$ cat src/rtl/enh_pkg.sv
package enh_pkg;
    localparam int CTRL_W = 8;
    // bit positions within the word (index 7 is the first serial bit)
    localparam int PWR_BIT  = 4;
    localparam int LOAD_BIT = 3;
    localparam int MSEL_BIT = 2;
    localparam int PRE_BIT  = 1;
    localparam int OE_BIT   = 0;

    typedef struct packed {
        logic [CTRL_W-1:0] stage;
        logic [CTRL_W-1:0] word;
    } enh_state_t;

    typedef struct packed {
        logic pwr_down;
        logic cnt_load;
        logic msel_route;
        logic pre_route;
        logic fout_oe;
    } enh_ctrl_t;
endpackage

$ cat src/rtl/enh_edge_det.sv
module enh_edge_det #(
    parameter int N = 2
) (
    input  logic         clk,
    input  logic         rst_n,
    input  logic [N-1:0] sig,
    output logic [N-1:0] rise,
    output logic [N-1:0] fall
);
    logic [N-1:0] prev_d, prev_q;

    always_comb begin
        prev_d = sig;
    end

    always_ff @(posedge clk or negedge rst_n) begin
        if (!rst_n) prev_q <= '0;
        else        prev_q <= prev_d;
    end

    for (genvar i = 0; i < N; i++) begin : g_edge
        assign rise[i] = sig[i] & ~prev_q[i];
        assign fall[i] = ~sig[i] & prev_q[i];
    end
endmodule

$ cat src/rtl/enh_decode.sv
module enh_decode
    import enh_pkg::*;
(
    input  logic [CTRL_W-1:0] word,
    input  logic              enh_n,
    output enh_ctrl_t         ctrl
);
    always_comb begin
        ctrl = '0;
        if (!enh_n) begin
            ctrl.pwr_down   = word[PWR_BIT];
            ctrl.cnt_load   = word[LOAD_BIT];
            ctrl.msel_route = word[MSEL_BIT];
            ctrl.pre_route  = word[PRE_BIT];
            ctrl.fout_oe    = word[OE_BIT];
        end
    end
endmodule

$ cat src/rtl/enh_ctrl_reg.sv
module enh_ctrl_reg
    import enh_pkg::*;
(
    input  logic              clk,
    input  logic              rst_n,
    input  logic              direct_mode,
    input  logic              serial_sel,
    input  logic              wr_strobe,
    input  logic              cnt_wr,
    input  logic              sdata,
    input  logic              sclk,
    input  logic [CTRL_W-1:0] pdata,
    input  logic              enh_n,
    output logic [CTRL_W-1:0] ctrl_word,
    output logic              pwr_down,
    output logic              cnt_load,
    output logic              msel_route,
    output logic              pre_route,
    output logic              fout_oe
);
    localparam int WR_IDX = 1;
    localparam int SC_IDX = 0;

    enh_state_t st_d, st_q;
    enh_ctrl_t  ctrl;
    logic [1:0] rise, fall;
    logic       ser_mode, par_mode, shift_en;

    enh_edge_det #(.N(2)) edge_i (
        .clk   (clk),
        .rst_n (rst_n),
        .sig   ({wr_strobe, sclk}),
        .rise  (rise),
        .fall  (fall)
    );

    always_comb begin
        ser_mode = !direct_mode &&  serial_sel;
        par_mode = !direct_mode && !serial_sel;
        shift_en = ser_mode && wr_strobe && !cnt_wr && rise[SC_IDX];
        st_d = st_q;
        if (shift_en)
            st_d.stage = {st_q.stage[CTRL_W-2:0], sdata};
        if (ser_mode && fall[WR_IDX])
            st_d.word = st_q.stage;
        else if (par_mode && rise[WR_IDX])
            st_d.word = pdata;
    end

    always_ff @(posedge clk or negedge rst_n) begin
        if (!rst_n) st_q <= '0;
        else        st_q <= st_d;
    end

    enh_decode dec_i (
        .word  (st_q.word),
        .enh_n (enh_n),
        .ctrl  (ctrl)
    );

    assign ctrl_word  = st_q.word;
    assign pwr_down   = ctrl.pwr_down;
    assign cnt_load   = ctrl.cnt_load;
    assign msel_route = ctrl.msel_route;
    assign pre_route  = ctrl.pre_route;
    assign fout_oe    = ctrl.fout_oe;
endmodule

$ cat config.mk
export PLATFORM = sky130hd
export DESIGN_NAME = enh_ctrl_reg
export DESIGN_NICKNAME = d
export VERILOG_FILES = /design/src/rtl/enh_pkg.sv /design/src/rtl/enh_edge_det.sv /design/src/rtl/enh_decode.sv /design/src/rtl/enh_ctrl_reg.sv
export SDC_FILE = /design/constraint.sdc
export NUM_CORES = 1
export LEC_CHECK = 0
export BUFFER_PORTS_ARGS = -buffer_cell sky130_fd_sc_hd__buf_2
export CAP_MARGIN = 20
export CELL_PAD_IN_SITES_DETAIL_PLACEMENT = 0
export CELL_PAD_IN_SITES_GLOBAL_PLACEMENT = 1
export CORE_MARGIN = 2
export CORE_UTILIZATION = 37
export CTS_CLUSTER_SIZE = 12
export DETAILED_ROUTE_END_ITERATION = 6
export PLACE_DENSITY = 0.78
export SETUP_SLACK_MARGIN = 0.02
export SYNTH_ARGS = -nofsm -noshare
export SYNTH_HDL_FRONTEND = slang
export SYNTH_HIERARCHICAL = 1
export SYNTH_SLANG_ARGS = --single-unit
$ cat constraint.sdc
create_clock -name clk -period 2 [get_ports clk]
set_clock_uncertainty 0.2 [all_clocks]
set_input_delay 0.1 -clock clk [delete_from_list [all_inputs] [get_ports clk]]
set_output_delay 0.1 -clock clk [all_outputs]
set_load 0.05 [all_outputs]
==> reports/results.txt, run 1 <==
Worst-path cell chain: dlygate4sd3_1 > buf_2 > and2b_2 > nor3b_2 > a21oi_1 > a2bb2oi_1
GRT Total Usage: 13.3%
FF-to-FF End: ctrl_word[1]$_DFFE_PN0P_
RSZ-0062 raised after global routing: no
Sequential Area: 450 sq um
PwrDens: 860 nW/um^2
Max FO, Critical Path: 8
Slowest cell on the critical path: dlygate4sd3_1
CP peak stage delay: 520 ps
Worst Tran Pin Value: 469 ps
First-pass GRT wire length: 2660 microns
Initial core utilization: 39.3%
Critical path required time: 2010 ps
CTS max path bufs: 2
Hold/Removal Path Class: in2async
Syn_area_per_cell: 11.9 sq um
DR WL/cell: 11.6 microns
Worst setup path category: in2reg
Lkg Pwr: 0.609 nW
Final GP Congestion: 0.703
R2R Path Start: edge_i/prev_q[1]$_DFF_PN0_
Maximum vdd drop: 0.482 mV
Reg2reg setup slack: 400 ps
Drc violations: 0
Initial antenna violation count: 0
Crit path launch type: primary input
Post-CTS Setup Repair Bufs: 0
Rows: 17
Grt total ovfl: 0
Post-layout min period: 1640 ps
Post-CTS Hold Buffers: 12
Share of cells above drive strength 1: 43.1%
Pwr Total: 0.985 mW
Period utilization: 81.9%
Ant diodes: 0
Final ANT Viol Nets: 0
Fmax: 610 MHz
Port Buffers: 29
Layout Cells excl Fill: 137
Final Hold Fails: 0
DR pass1 iterations: 4
Max-cap violations: 0
Nets@finish: 127
Final setup vio count: 0
Detailed Route Iter0 Violations: 3
Rel. slew slack: 68.6%
Vias in the first global route: 637
Reg2Reg Depth: 4
Full die area: 2780 sq um
Slew Limit Fails: 0
Vias/cell: 4.63
Worst-Skew Late Latency: 280 ps
Status: completed
Post-Syn Area: 878 sq um
Crit. End Element: flop
Layout area overhead: 30.5%
CTS tree: built
Hold_ws: 52.1 ps
Filler Cell Count: 220
Crit path DAT: 1650 ps
Largest net degree at the start of global routing: 19
Setup_tns: 0 ps
Routed vias: 634
Footprint of the multi-input gates: 359 sq um
Buf+Inv Stages, Crit Path: 2
Die X: 52.7 microns
Placed cell count: 121
CTS Root Cell: clkbuf_4
Htree depth: 1
Post-CTS Resized: 0
Ys Warns: 6
HPWL after detailed placement: 1190 microns
Worst-path clk slew: 100 ps
Detailed Route WL: 1590 microns
# IOs: 30
Post-Synthesis Cells: 74
TritonCTS Buffers: 3
Syn Nets: 91
Core area: 2230 sq um
CTS Sinks: 18
Die Height: 52.7 microns
Family with the most delay on the worst path: buffers and inverters
[sequential cells by signal (all words and copies together) (netlist names)]
| register | count |
|---|---|
| ctrl_word | 8 |
| edge_i/prev_q | 2 |
| st_q | 8 |
[area by class of cell]
class	count	share of cell area, %
Tap cell	28	3.06
Timing Repair Buffer	41	23.1
Clock buffer	4	3.17
Sequential cell	18	39.3
Multi-Input combinational cell	46	31.3
[placed cells by master (no fill, tap or decap)]
cell           count
buf_2             29
dfrtp_1           18
dlygate4sd3_1     12
nand2_1            9
a21oi_1            8
a2bb2oi_1          8
mux2_2             8
nor2b_1            5
clkbuf_4           3
and2b_2            3
nor2b_4            1
nor3b_2            1
and3b_1            1
or3b_1             1
nand4b_4           1
clkbuf_8           1
[stage by stage]
step / area [sq um] / setup WS (ps) / util (%)
global placement: 990 / 476 / 44.3
CTS: 1150 / 381 / 51.3
detailed placement: 990 / 433 / 44.3
floorplan: 878 / 552 / -
finish: 1150 / 362 / 51.3
global route: 1150 / 196 / 51.3
[power by group]
part | leakage (nW) | internal [mW] | switching, mW | total (mW)
logic | 0.358 | 0.102 | 0.231 | 0.334
registers | 0.230 | 0.407 | 0.0265 | 0.433
clock network | 0.0210 | 0.111 | 0.108 | 0.218
[worst max path at each step]
stage / startpoint / end / slack (ps) / cells past startpoint
after floorplan: edge_i/prev_q[1]$_DFF_PN0_ / ctrl_word[0]$_DFFE_PN0P_ / 550 / 5
after detailed placement: edge_i/prev_q[1]$_DFF_PN0_ / ctrl_word[1]$_DFFE_PN0P_ / 430 / 4
final: wr_strobe / ctrl_word[1]$_DFFE_PN0P_ / 360 / 6
after CTS: wr_strobe / ctrl_word[1]$_DFFE_PN0P_ / 380 / 6
after global routing: wr_strobe / ctrl_word[6]$_DFFE_PN0P_ / 200 / 6
after global placement: edge_i/prev_q[1]$_DFF_PN0_ / ctrl_word[4]$_DFFE_PN0P_ / 480 / 4
[routing by layer]
metal	wire length, microns	vias to the layer above	global-route usage [%]
met3	81	2	1.71
li1	-	320	-
met4	10	0	8.12
met1	728	295	16.4
met2	768	17	21.9
met5	0	-	0
[worst register-to-register path: cells and delay by family, from the launching register on]
family	cells	cell delay, ps
flops	1	380
compound gates	2	320
simple gates	2	620
No activity file was read; power rests on OpenSTA's default activity.
==> run 2: changes to the inputs <==
--- a/config.mk
+++ b/config.mk
@@ -10,10 +10,10 @@
 export CELL_PAD_IN_SITES_DETAIL_PLACEMENT = 0
 export CELL_PAD_IN_SITES_GLOBAL_PLACEMENT = 1
 export CORE_MARGIN = 2
-export CORE_UTILIZATION = 37
+export CORE_UTILIZATION = 33
 export CTS_CLUSTER_SIZE = 12
 export DETAILED_ROUTE_END_ITERATION = 6
-export PLACE_DENSITY = 0.78
+export PLACE_DENSITY = 0.73
 export SETUP_SLACK_MARGIN = 0.02
 export SYNTH_ARGS = -nofsm -noshare
 export SYNTH_HDL_FRONTEND = slang
==> constraint.sdc (replaced) <==
create_clock -name clk -period 1.5 [get_ports clk]
set_clock_uncertainty 0.2 [all_clocks]
set_input_delay 0.075 -clock clk [delete_from_list [all_inputs] [get_ports clk]]
set_output_delay 0.075 -clock clk [all_outputs]
set_load 0.05 [all_outputs]
==> run 2 against run 1 <==
  * First-iteration DRC count rose to 4.7 times the previous value
  * Non-clock buffer count up 1
  * Routed wire length up 7.0%
  * Clock-buffer cell count unchanged
  * Register-to-register slack worse by 390 ps
  * Cell area up 2.6%
==> reports/results.txt, run 2 (synthesized netlist as in run 1, its figures left out) <==
CP peak stage delay: 430 ps (-90 ps)
First-pass GRT wire length: 2970 microns (+11%)
Die X: 55.6 microns (+5.4%)
Core area: 2500 sq um (+12%)
Drc violations: 0 (unchanged)
Layout area overhead: 33.9%
Initial core utilization: 35.1% (-4.2 points)
Met1 Use GR: 13.9% (-2.5 points)
Worst-path cell chain: and2b_2 > or3b_4 > nand2_1 > a2bb2oi_1
Rows: 18 (+1)
Global routing's busiest layer: met2
Die Height: 55.6 microns (+5.4%)
Final ANT Viol Nets: 0 (unchanged)
Grt total ovfl: 0 (unchanged)
Crit path launch type: flop
CTS max path bufs: 2 (unchanged)
Final setup vio count: 0 (unchanged)
Nets@finish: 128 (+0.79%)
HPWL after detailed placement: 1270 microns (+6.4%)
DR WL/cell: 12.2 microns (+4.8%)
TritonCTS Buffers: 3 (unchanged)
RSZ-0062 raised after global routing: yes
Rel. slew slack: 73.9% (+5.3 points)
Crit path DAT: 1470 ps (-180 ps)
Full die area: 3090 sq um (+11%)
PwrDens: 1130 nW/um^2 (+31%)
Routed vias: 659 (+3.9%)
Detailed Route WL: 1700 microns (+7.0%)
Max-cap violations: 0 (unchanged)
CTS tree: built
Worst-Skew Late Latency: 280 ps (about the same)
Worst Tran Pin Value: 391 ps (-77.9 ps)
Port Buffers: 29 (unchanged)
Final Hold Fails: 0 (unchanged)
# IOs: 30 (unchanged)
Met3 global-route usage: 3.02% (+1.3 points)
Family with the most delay on the worst path: simple AND/OR/NAND/NOR gates
Largest net degree at the start of global routing: 19 (unchanged)
Maximum vdd drop: 0.588 mV (+22%)
DR pass1 iterations: 4 (unchanged)
Status: completed
Htree depth: 1 (unchanged)
Vias/cell: 4.71 (+1.7%)
Final GP Congestion: 0.666 (-5.3%)
Commonest non-fill, non-tap cell in the layout: buf_2
Slowest cell on the critical path: or3b_4
Setup_tns: 0 ps (unchanged)
Finished Core Util: 47.0% (-4.3 points)
Buf+Inv Stages, Crit Path: 0 (-2)
Lkg Pwr: 0.619 nW (+1.7%)
Pwr Total: 1.33 mW (+35%)
Post-layout min period: 1490 ps
GRT Total Usage: 12.3% (-1.0 points)
Hold/Removal Path Class: in2async
Ant diodes: 0 (unchanged)
Vias in the first global route: 673 (+5.7%)
CTS Sinks: 18 (unchanged)
Detailed Route Iter0 Violations: 14 (+11)
CTS Root Cell: clkbuf_4
Initial antenna violation count: 0 (unchanged)
Critical path required time: 1480 ps (-530 ps)
Post-CTS Setup Repair Bufs: 0 (unchanged)
Worst setup path category: reg2reg
Period utilization: 99.6%
Max FO, Critical Path: 8 (unchanged)
Met2 Track Usage GR: 21.3% (-0.62 points)
Most frequent cells in the layout: buf_2, dfrtp_1, dlygate4sd3_1
Slew Limit Fails: 0 (unchanged)
Worst-path clk slew: 100 ps (about the same)
Fmax: 669 MHz
Share of cells above drive strength 1: 47.3% (+4.2 points)
Crit. End Element: flop
## run 2: cell count changes in the layout (fill, tap and decap cells not counted), sizes merged
cell and change:
buf +1
## run 2: final timing paths
check	to	startpoint	cells past startpoint	slack [ps]
max	ctrl_word[5]$_DFFE_PN0P_	edge_i/prev_q[1]$_DFF_PN0_	4	6
min	edge_i/prev_q[1]$_DFF_PN0_	rst_n	2	30
max reg2reg	ctrl_word[5]$_DFFE_PN0P_	edge_i/prev_q[1]$_DFF_PN0_	4	6
min reg2reg	ctrl_word[5]$_DFFE_PN0P_	ctrl_word[5]$_DFFE_PN0P_	2	330
max in group asynchronous	st_q[11]$_DFFE_PN0P_	rst_n	2	790
min in group clk	st_q[15]$_DFFE_PN0P_	cnt_wr	3	30
## run 2: cell type report
type,count,area (sq um)
clock buffers,4,36.3
repair buffers,42,273
multi-input cells,46,379
fillers,229,1320
well taps,30,37.5
flip-flops and latches,18,450
## run 2: per-layer routing
metal	wire length, microns	part of all wire (%)
met1	726	43
met2	845	50
met3	101	5.9
met4	27	1.6
met5	0	0
## run 2: power breakdown
group | internal (mW) | switching (mW)
sequential | 0.543 | 0.0377
clock | 0.148 | 0.143
combinational | 0.143 | 0.312
total | 0.833 | 0.493
## run 2: stage by stage
stage,cell area [sq um],hold WS (ps),setup WS (ps),cells
after floorplan,878,-421,51.6,74
after detailed placement,1000,-181,-45.2,124
final,1180,31.8,6.10,140
after CTS,1160,27.9,26.9,140
after global routing,1180,23.5,-56.6,140
after global placement,1000,-179,-11.1,124
## run 2: timing repair
action	in CTS	in global routing
pin swaps	1	1
gates resized for setup	1	4
gates cloned	0	0
endpoints found under the setup margin	8	8
hold endpoints to repair	29	0
hold buffers	12	0
